==> src/rtl/voice_trig_ctrl.sv <==
module voice_trig_ctrl #(
  parameter int DB_SHORT    = 4,
  parameter int DB_LONG     = 128,
  parameter int DB_SHORT_RT = 12,
  parameter int DB_LONG_RT  = 192,
  parameter int HOLDOFF     = 256,
  parameter int SEQ_FIRST   = 33,
  parameter int SEQ_LAST    = 254,
  parameter int NKEY        = 32,
  parameter logic [NKEY*8-1:0] KEY_MAP =
    256'h201F1E1D1C1B1A191817161514131211100F0E0D0C0B0A090807060504030201,
  parameter logic [255:0] GRP_EDGE   = '0,
  parameter logic [255:0] GRP_HOLD   = '0,
  parameter logic [255:0] GRP_RETRIG = '0
) (
  input  logic       clk,
  input  logic       rst_n,
  input  logic [1:0] mode,
  input  logic [7:0] keys,
  input  logic       btn,
  input  logic       tick,
  input  logic       long_db,
  input  logic       ramp_done,
  input  logic       play_done,
  output logic       play_start,
  output logic       play_stop,
  output logic [7:0] play_group,
  output logic       busy
);
  localparam int DB_A   = (DB_LONG > DB_SHORT) ? DB_LONG : DB_SHORT;
  localparam int DB_B   = (DB_LONG_RT > DB_SHORT_RT) ? DB_LONG_RT : DB_SHORT_RT;
  localparam int DB_MAX = (DB_A > DB_B) ? DB_A : DB_B;
  localparam int CW     = $clog2(DB_MAX + 1);
  localparam int HW     = $clog2(HOLDOFF + 1);

  logic [8:0]    raw, cand, deb;
  logic [CW-1:0] cnt, thr;
  logic [HW-1:0] ho_cnt;
  logic [7:0]    cur_grp, cur_code, seq_ptr, key_idx, req_grp, sgrp, s_code;
  logic          cur_btn, s_btn, key_hit, rt, accept, blocked;
  logic          key_press, seq_press, par_press, req_ok, held;
  logic          start, stop, adv;

  wire key_mode = (mode == 2'b00);
  wire par_mode = (mode == 2'b01);
  wire mode_on  = key_mode | par_mode;
  wire c_edge   = GRP_EDGE[cur_grp];
  wire c_hold   = GRP_HOLD[cur_grp];
  wire c_retrig = GRP_RETRIG[cur_grp];
  wire active   = busy & ~play_done;

  assign raw        = {btn, keys};
  assign rt         = busy & c_retrig;
  assign thr        = long_db ? (rt ? CW'(DB_LONG_RT)  : CW'(DB_LONG))
                              : (rt ? CW'(DB_SHORT_RT) : CW'(DB_SHORT));
  assign accept     = (raw == cand) && (cnt >= thr) && (deb != cand);
  assign blocked    = ramp_done | (ho_cnt != '0);
  assign play_group = cur_grp;

  always_ff @(posedge clk) begin
    if (!rst_n) begin
      cand <= '0;
      cnt  <= '0;
      deb  <= '0;
    end else if (raw != cand) begin
      cand <= raw;
      cnt  <= '0;
    end else begin
      if (tick && cnt < thr) cnt <= cnt + 1'b1;
      if (accept) deb <= cand;
    end
  end

  always_comb begin
    key_hit = 1'b0;
    key_idx = '0;
    for (int i = NKEY - 1; i >= 0; i--) begin
      if (cand[7:0] != 8'd0 && KEY_MAP[i*8 +: 8] == cand[7:0]) begin
        key_hit = 1'b1;
        key_idx = 8'(i);
      end
    end
  end

  assign key_press = key_mode & accept & (cand[7:0] != deb[7:0]) & key_hit;
  assign seq_press = key_mode & accept & cand[8] & ~deb[8] & ~key_press;
  assign par_press = par_mode & accept & cand[8] & ~deb[8] & (cand[7:0] <= 8'hFD);
  assign req_ok    = (key_press | seq_press | par_press) & ~blocked;
  assign req_grp   = key_press ? key_idx + 8'd1 :
                     seq_press ? seq_ptr : cand[7:0] + 8'd1;
  assign held      = cur_btn ? deb[8] : (deb[7:0] == cur_code);

  always_comb begin
    start  = 1'b0;
    stop   = 1'b0;
    adv    = 1'b0;
    sgrp   = cur_grp;
    s_btn  = cur_btn;
    s_code = cur_code;
    if (active && req_ok && c_edge && c_hold) begin
      stop = 1'b1;
    end else if (req_ok && (!active || c_retrig)) begin
      start  = 1'b1;
      sgrp   = req_grp;
      s_btn  = ~key_press;
      s_code = cand[7:0];
      adv    = seq_press;
    end else if (active && !c_edge && c_hold && !held) begin
      stop = 1'b1;
    end else if (busy && play_done && !c_edge && held && mode_on && !blocked) begin
      start = 1'b1;
    end
  end

  always_ff @(posedge clk) begin
    if (!rst_n) begin
      play_start <= 1'b0;
      play_stop  <= 1'b0;
      busy       <= 1'b0;
      cur_grp    <= '0;
      cur_code   <= '0;
      cur_btn    <= 1'b0;
      seq_ptr    <= 8'(SEQ_FIRST);
      ho_cnt     <= '0;
    end else begin
      play_start <= start;
      play_stop  <= stop;
      if (start) begin
        busy     <= 1'b1;
        cur_grp  <= sgrp;
        cur_btn  <= s_btn;
        cur_code <= s_code;
      end else if (stop || play_done) begin
        busy <= 1'b0;
      end
      if (adv) seq_ptr <= (seq_ptr == 8'(SEQ_LAST)) ? 8'(SEQ_FIRST) : seq_ptr + 8'd1;
      if (ramp_done) ho_cnt <= HW'(HOLDOFF);
      else if (tick && ho_cnt != '0) ho_cnt <= ho_cnt - 1'b1;
    end
  end
endmodule

==> config.mk <==
export PLATFORM = sky130hd
export DESIGN_NAME = voice_trig_ctrl
export DESIGN_NICKNAME = d
export VERILOG_FILES = /design/src/rtl/voice_trig_ctrl.sv
export SDC_FILE = /design/constraint.sdc
export NUM_CORES = 1
export LEC_CHECK = 0
export ABC_AREA = 1
export BUFFER_PORTS_ARGS = -buffer_cell sky130_fd_sc_hd__buf_2
export CORE_MARGIN = 3
export CORE_UTILIZATION = 50
export DETAILED_ROUTE_END_ITERATION = 6
export GPL_TIMING_DRIVEN = 0
export PLACE_DENSITY_LB_ADDON = 0.3
export SKIP_CTS_REPAIR_TIMING = 1
export SKIP_LAST_GASP = 1
export SLEW_MARGIN = 30
export SYNTH_ARGS = -nofsm -noshare
export SYNTH_HDL_FRONTEND = slang
export SYNTH_SLANG_ARGS = --single-unit
==> constraint.sdc <==
create_clock -name clk -period 3.6 [get_ports clk]
set_input_delay 0.72 -clock clk [delete_from_list [all_inputs] [get_ports clk]]
set_output_delay 0.72 -clock clk [all_outputs]
set_load 0.005 [all_outputs]
==> flow_summary.json, run 1 <==
{
  "coreArea_mm2": 0.00781,
  "grt_start_max_net_pins": 12,
  "place_hpwl_mm": 7.71,
  "period_share": 0.886,
  "cp_max_fo": 10,
  "insertion_delay_ps": 350,
  "synth_cell_types": 52,
  "cts_buffers": 9,
  "clock_sinks": 62,
  "fp.dieW_um": 95.9,
  "endpoint_kind": "flop",
  "first_global_vias": 3738,
  "pre_cts_slack_ps": 394,
  "maxSlewViolCount": 0,
  "track_usage": 0.233,
  "finClkSkew_ps": 9.57,
  "finalSetupTns_ps": 0,
  "layout_setup_ws_ps": 412,
  "ioPinCount": 28,
  "drive_gt1_frac": 0.132,
  "final_cell_count_no_fill": 753,
  "synth-simple-area-share": 0.325,
  "vdd_ir_drop_max_uv": 219,
  "via_count": 4020,
  "antenna_found_initial": 0,
  "vias_per_cell": 5.34,
  "synthesis.area_mm2": 0.00404,
  "cts_buffer_depth": 2,
  "async_reset_ff_frac": 0,
  "clk_pin_slew_ps": 70,
  "syn_area_per_cell_um2": 6.63,
  "placed_cells": 737,
  "antennaDiodeCount": 0,
  "synth_compound_gate_area_share": 0.153,
  "die_height_um": 95.9,
  "cts_tree": "done",
  "htreeDepth": 3,
  "synthCells": 610,
  "status": "completed",
  "synth_flop_cell": "dfxtp_1",
  "io_buffers": 25,
  "grt_pass1_wl_mm": 16.8,
  "dr.pass1.iters": 5,
  "synth_enable_flop_cells": 0,
  "areaGrowthSynthToFinish_pct": 11.0,
  "start_kind": "flop",
  "wl_mm": 9.89,
  "synth-xor-area-share": 0.0563,
  "final_antenna_net_count": 0,
  "final_nets": 676,
  "die_area_mm2": 0.00920,
  "fmax_ghz": 0.314,
  "rows": 32,
  "drv_cap": 0,
  "fin_crit_ps": 3190,
  "yosysWarningCount": 0,
  "min_path_type": "reg2reg",
  "start_util": 0.518,
  "cp.required_ps": 3830,
  "drc": 0,
  "path_class": "reg2reg",
  "synth_nets": 640,
  "synth_top_family_by_area": "simple AND/OR/NAND/NOR gates",
  "arrival_ps": 3420,
  "slew_headroom": 0.500,
  "p_per_area_mw_per_mm2": 340,
  "hold_viol_final": 0,
  "wl_per_cell_um": 13.1,
  "synthAdderAreaFrac": 0.0402,
  "yosys_register_bits": 62,
  "ys_seq_area_frac": 0.307,
  "setup_violations": 0,
  "worst_slew_pin_slew_ps": 744,
  "leakagePower_nw": 2.03,
  "grt-ovfl-total": 0,
  "cts_root_buf": "clkbuf_8",
  "first_iter_violations": 214,
  "rsz0062_at_grt": "false",
  "place.gp.congestion": 0.959,
  "synthMuxAreaShare": 0
}
cell families (layout without fill, tap and decap cells):
group / after synthesis / in the layout
buf+inv: 117 / 158
flops: 62 / 62
fa+ha+maj: 13 / 13
simple gates: 282 / 282
compound gates: 109 / 109
other cells: 1 / 1
xor+xnor: 26 / 26
power by group:
group / switching, mW / internal (mW) / total, mW / leakage (nW)
logic: 0.141 / 0.0721 / 0.213 / 1.42
clock network: 0.284 / 0.318 / 0.602 / 0.100
registers: 0.0107 / 0.699 / 0.710 / 0.503
total: 0.435 / 1.09 / 1.53 / 2.03
flip-flops by register name (all words and copies together) (netlist names):
register / flops
cnt: 8
seq_ptr: 8
play_group: 8
cur_code: 8
busy: 1
play_start: 1
deb: 9
cur_btn: 1
cand: 9
ho_cnt: 9
path summary, 6_finish.rpt:
| path | startpoint | to | slack, ps | depth (start not counted) |
|---|---|---|---|---|
| min | cur_btn | cur_btn | 470 | 2 |
| max | cand[1] | cur_code[3] | 410 | 19 |
| min reg2reg | cur_btn | cur_btn | 470 | 2 |
| max reg2reg | cand[1] | cur_code[3] | 410 | 19 |
per-stage QoR:
step | util | cell area (um^2) | power, mW | hold slack, ps
global placement | 0.550 | 4300 | 0.930 | 452
floorplan | - | 4040 | 0.881 | 444
global route | 0.575 | 4490 | 1.60 | 490
detailed placement | 0.550 | 4300 | 0.936 | 461
finish | 0.575 | 4490 | 1.53 | 467
CTS | 0.575 | 4490 | 1.54 | 472
cells in the final DEF, fill, tap and decap left out, types with 2 or more instances in the layout:
cell / count
nand2_1: 124
inv_1: 89
dfxtp_1: 62
nor2_1: 58
a21oi_1: 43
nand3_1: 36
o21ai_0: 35
buf_2: 28
nor3_1: 18
nand4_1: 14
xor2_1: 14
ha_1: 13
inv_2: 12
xnor2_1: 12
o21ai_1: 9
clkbuf_8: 9
or2_2: 6
nor4_1: 5
buf_4: 4
clkinv_2: 4
clkbuf_1: 4
a31oi_1: 4
nor2_2: 3
nor2_4: 3
o211ai_1: 3
buf_6: 2
nor3_4: 2
or2_0: 2
nand3_2: 2
o21a_1: 2
nor3b_1: 2
a211oi_1: 2
a22oi_1: 2
clkinv_4: 2
Yosys cell counts (3+ instances only):
library cell,instances,area (um^2)
nand2_1,124,465
inv_1,90,338
dfxtp_1,62,1240
nor2_1,58,218
a21oi_1,43,215
nand3_1,36,180
o21ai_0,35,175
nor3_1,18,90.1
nand4_1,14,87.6
xor2_1,14,123
ha_1,13,163
xnor2_1,12,105
inv_2,11,41.3
o21ai_1,9,45.0
or2_2,6,37.5
nor4_1,5,31.3
a31oi_1,4,25.0
buf_4,4,30.0
buf_2,3,15.0
clkbuf_1,3,11.3
nor2_2,3,18.8
nor2_4,3,33.8
o211ai_1,3,22.5
cell type report:
cell class | instances | area, um^2
clock inverters | 6 | 62.6
inverters | 104 | 394
repair buffers | 25 | 125
plain buffers | 13 | 82.6
flip-flops and latches | 62 | 1240
fillers | 787 | 3320
clock buffers | 10 | 128
multi-input cells | 431 | 2320
well taps | 102 | 128
layer usage:
layer,global-route usage,part of all wire,vias to the layer above
met2,0.390,0.48,96
li1,-,-,2059
met5,0,0,-
met1,0.294,0.46,1843
met4,0.0912,0.025,0
met3,0.0461,0.037,22
critical path: stages (launching register included):
cell and delay, ps:
dfxtp_1 440, inv_1 170, ha_1 210, inv_1 130, nor2_2 70, nand2_1 130
o21ai_1 120, nor2_1 150, nand3_1 120, nor2_1 270, nand3_2 190, inv_2 120
nor2_4 70, nor2_4 170, o41ai_2 120, nand3_4 140, inv_4 70, buf_6 150
o21ai_1 140, a21oi_1 60
Power figures use the tool's default switching activity.
==> run 2: changes to the inputs <==
- CORE_ASPECT_RATIO: unset -> 1.1
- CTS_BUF_LIST: unset -> sky130_fd_sc_hd__clkbuf_8
- HOLD_SLACK_MARGIN: unset -> 0.12
==> run 2 against run 1 <==
Effect of this change: cell area is 0.84% higher; total power is 5.6% higher; non-clock buffer count stayed put; register-to-register slack worse by 30 ps; routed wire length hardly changed; sequential cell count stayed put; cell count is 0.40% higher; sequential power hardly changed; clock power is 14% higher; combinational power hardly changed.
==> flow_summary.json, run 2 (same netlist as run 1, synthesis figures left out) <==
{
  "layout.area.seq_mm2": 0.00124,
  "antennaDiodeCount": 0,
  "placed_cells": 740,
  "finalSetupTns_ps": 0,
  "rsz0062_at_grt": "false",
  "setup_violations": 0,
  "final_cell_count_no_fill": 756,
  "place_hpwl_mm": 7.76,
  "antenna_found_initial": 0,
  "vias_per_cell": 5.26,
  "track_usage": 0.223,
  "start_util": 0.529,
  "grt_start_max_net_pins": 12,
  "fin_area_mm2": 0.00452,
  "max_stage_delay_ps": 450,
  "status": "completed",
  "hold_viol_final": 0,
  "path_class": "reg2reg",
  "crit_path_top_delay_cell": "dfxtp_1",
  "dr.pass1.iters": 5,
  "clock_sinks": 62,
  "endpoint_kind": "flop",
  "min_path_type": "reg2reg",
  "grt-ovfl-total": 0,
  "multi_input_area_mm2": 0.00232,
  "rows": 33,
  "fill_cells": 760,
  "ioPinCount": 28,
  "io_buffers": 25,
  "dpl-instance-area_mm2": 0.00430,
  "first_iter_violations": 276,
  "layout_common_cells": "nand2_1 (124), inv_1 (91), dfxtp_1 (62)",
  "wl_per_cell_um": 13.1,
  "cts_root_buf": "clkbuf_8",
  "clk_pin_slew_ps": 70,
  "cp.required_ps": 3870,
  "coreArea_mm2": 0.00764,
  "first_global_vias": 3803,
  "grt_pass1_wl_mm": 16.8,
  "p_per_area_mw_per_mm2": 356,
  "leakagePower_nw": 2.04,
  "slew_headroom": 0.487,
  "final_nets": 676,
  "fp.dieW_um": 91.7,
  "place.gp.congestion": 0.888,
  "die_area_mm2": 0.00920,
  "insertion_delay_ps": 340,
  "maxSlewViolCount": 0,
  "top_regs": "cand: 9 flops, deb: 9 flops, ho_cnt: 9 flops",
  "areaGrowthSynthToFinish_pct": 11.9,
  "drv_cap": 0,
  "fmax_ghz": 0.311,
  "cp_max_fo": 10,
  "wl_mm": 9.90,
  "final_antenna_net_count": 0,
  "drc": 0,
  "die_height_um": 100,
  "cts_tree": "done",
  "fin_crit_ps": 3220,
  "timing.hold.ws_ps": 465,
  "start_kind": "flop",
  "cts_buffer_depth": 2,
  "arrival_ps": 3490,
  "vdd_ir_drop_max_uv": 271,
  "drive_gt1_frac": 0.131,
  "final_common_cell": "nand2_1",
  "cts_buffers": 9,
  "critical_path.cell_chain": "inv_1, ha_1, inv_1, nor2_2, nand2_1, o21ai_1, nor2_1, nand3_1, nor2_1, nand3_2, inv_2, nor2_4, nor2_4, o41ai_2, nand3_4, inv_4, buf_2, a21oi_1",
  "htreeDepth": 3,
  "finClkSkew_ps": 8.80,
  "via_count": 3976,
  "worst_slew_pin_slew_ps": 762,
  "period_share": 0.894
}
==> run 2: layer usage <==
layer	wire length, um	global-route usage	up-vias
met2	4810	0.393	85
met4	253	0.0891	0
li1	-	-	2053
met1	4430	0.273	1815
met3	407	0.0352	23
met5	0	0	-
==> run 2: area by class of cell <==
class                           instances  share of cell area
Clock buffer                           10              0.0304
Multi-Input combinational cell        431               0.514
Buffer                                 13              0.0183
Tap cell                              105              0.0290
Inverter                              104              0.0871
Clock inverter                          6              0.0191
Sequential cell                        62               0.274
Timing Repair Buffer                   25              0.0277
==> run 2: power breakdown <==
| part | switching (mW) | internal, mW |
|---|---|---|
| Sequential | 0.0107 | 0.699 |
| Combinational | 0.141 | 0.0718 |
| Clock | 0.280 | 0.407 |
==> run 2: final timing paths <==
kind	depth (start not counted)	endpoint	start	slack [ps]
setup / recovery	18	cur_code[7]	cand[0]	380
hold / removal	2	play_group[7]	play_group[7]	460
setup reg to reg	18	cur_code[7]	cand[0]	380
hold reg to reg	2	play_group[7]	play_group[7]	460
==> run 2: through the flow <==
stage          setup slack [ps]  power, mW  utilization
2_1_floorplan               967      0.881            -
3_3_place_gp                448      0.929        0.563
3_5_place_dp                391      0.937        0.563
4_1_cts                     385       1.62        0.592
5_1_grt                    66.5       1.68        0.592
6_report                    382       1.61        0.592
==> run 2: worst max-delay path, delay by kind of cell, from the launching register on <==
family                     cells  cell delay (ps)
AOI/OAI and AO/OA              3              410
buffers and inverters          5              730
adders and majority gates      1              240
DFF                            1              450
and+or+nand+nor                9             1310
==> run 3: changes to the inputs <==
- CELL_PAD_IN_SITES_DETAIL_PLACEMENT: unset -> 2
- CELL_PAD_IN_SITES_GLOBAL_PLACEMENT: unset -> 2
- CORE_UTILIZATION: 50 -> 35
- SKIP_LAST_GASP: 1 -> unset
==> run 3 against run 2 <==
Effect of this change: fmax fell by 3.7%; worst setup slack got worse by 120 ps; largest cell class unchanged; clock skew rose by 2.6 ps; clock power rose by 14%; critical path depth rose by 1; register-to-register slack got worse by 120 ps; cell count rose by 5.6%; sequential share of layout area fell by 0.45 points; non-clock buffer count did not move; critical endpoint unchanged; first-iteration DRC count fell by 47%; core utilization fell by 18 points.
==> flow_summary.json, run 3 (same netlist as run 1, synthesis figures left out) <==
{
  "die_area_mm2": 0.0129,
  "vdd_ir_drop_max_uv": 184,
  "status": "completed",
  "cts_buffers": 9,
  "first_global_vias": 4758,
  "antenna_found_initial": 0,
  "path_class": "reg2reg",
  "endpoint_kind": "flop",
  "rsz0062_at_grt": "false",
  "p_per_area_mw_per_mm2": 375,
  "insertion_delay_ps": 360,
  "final_util": 0.414,
  "slew_headroom": 0.441,
  "drv_cap": 0,
  "areaGrowthSynthToFinish_pct": 13.7,
  "period_share": 0.928,
  "cp-startpoint": "cand[0]",
  "fp.dieW_um": 108,
  "cts_buffer_depth": 2,
  "track_usage": 0.240,
  "final_antenna_net_count": 0,
  "wl_per_cell_um": 18.4,
  "drc": 0,
  "top_regs": "cand: 9 flops, deb: 9 flops, ho_cnt: 9 flops",
  "fin_area_mm2": 0.00460,
  "final_nets": 676,
  "final_common_cell": "nand2_1",
  "place.gp.congestion": 0.821,
  "first_iter_violations": 146,
  "fmax_ghz": 0.299,
  "cts_root_buf": "clkbuf_8",
  "hold_viol_final": 0,
  "clock_sinks": 62,
  "layout_common_cells": "nand2_1 (124), inv_1 (88), dfxtp_1 (62)",
  "cp.required_ps": 3850,
  "multi_input_area_mm2": 0.00233,
  "die_height_um": 119,
  "layout.area.seq_mm2": 0.00124,
  "grt_start_max_net_pins": 13,
  "grt-ovfl-total": 0,
  "finalSetupTns_ps": 0,
  "via_count": 4219,
  "r2r_slack_ps": 260,
  "maxSlewViolCount": 0,
  "fill_cells": 1391,
  "setup_violations": 0,
  "min_path_type": "reg2reg",
  "hold_path.startpoint": "play_group[5]",
  "finClkSkew_ps": 11.4,
  "dr.pass1.iters": 4,
  "clk_pin_slew_ps": 80,
  "arrival_ps": 3600,
  "grt_pass1_wl_mm": 24.4,
  "cp_max_fo": 10,
  "start_kind": "flop",
  "ioPinCount": 28,
  "drive_gt1_frac": 0.137,
  "dpl-instance-area_mm2": 0.00435,
  "fin_crit_ps": 3340,
  "wl_mm": 14.7,
  "worst_slew_pin_slew_ps": 831,
  "pre_cts_slack_ps": 137,
  "place_hpwl_mm": 11.1,
  "coreArea_mm2": 0.0111,
  "rows": 40,
  "start_util": 0.364,
  "htreeDepth": 3,
  "io_buffers": 25,
  "cts_tree": "done",
  "reg2reg_from": "cand[0]",
  "antennaDiodeCount": 0,
  "leakagePower_nw": 2.05,
  "vias_per_cell": 5.29,
  "layout_setup_ws_ps": 258
}
-- run 3: path summary, 6_finish.rpt --
kind / cells after the start / endpoint
worst max-delay path: 19 / cur_code[7]
worst min-delay path: 2 / play_group[5]
worst max register to register: 19 / cur_code[7]
worst min register to register: 2 / play_group[5]
-- run 3: area by class of cell --
cell class,instances,share of cell area
buffer,13,0.0180
clock buffer,9,0.0269
clock inverter,7,0.0261
inverter,104,0.0857
multi-input combinational,431,0.506
sequential,62,0.270
tap,147,0.0400
timing repair buffer,25,0.0272
-- run 3: critical path: stages, from the launching register on --
cell and delay (ps):
dfxtp_1 480, inv_2 160, ha_1 230, inv_1 130, nor2_2 70, nand2_1 160, o21ai_1 130, nor2_1 200
nand3_1 170, nor2_2 210, nand3_2 160, inv_2 120, nor2_4 80, nor2_4 170, o41ai_2 130, nand3_4 160
inv_4 80, buf_6 150, o21ai_1 180, a21oi_1 60
-- run 3: metal layers --
metal / wire length, um / up-vias / track usage
met2: 7980 / 65 / 0.449
met5: 0 / - / 0
met4: 344 / 0 / 0.0789
li1: - / 2051 / -
met3: 390 / 32 / 0.0388
met1: 5980 / 2071 / 0.270
-- run 3: stage by stage --
stage	power [mW]	std cells	hold slack, ps
2_1_floorplan	0.881	610	444
3_3_place_gp	0.939	782	453
3_5_place_dp	0.958	782	465
4_1_cts	1.74	798	477
5_1_grt	1.81	798	501
6_report	1.73	798	473
-- run 3: power breakdown --
part	leakage, nW	internal, mW	total [mW]	switching, mW
registers	0.503	0.699	0.712	0.0124
logic	1.42	0.0723	0.231	0.158
clock network	0.120	0.462	0.784	0.322
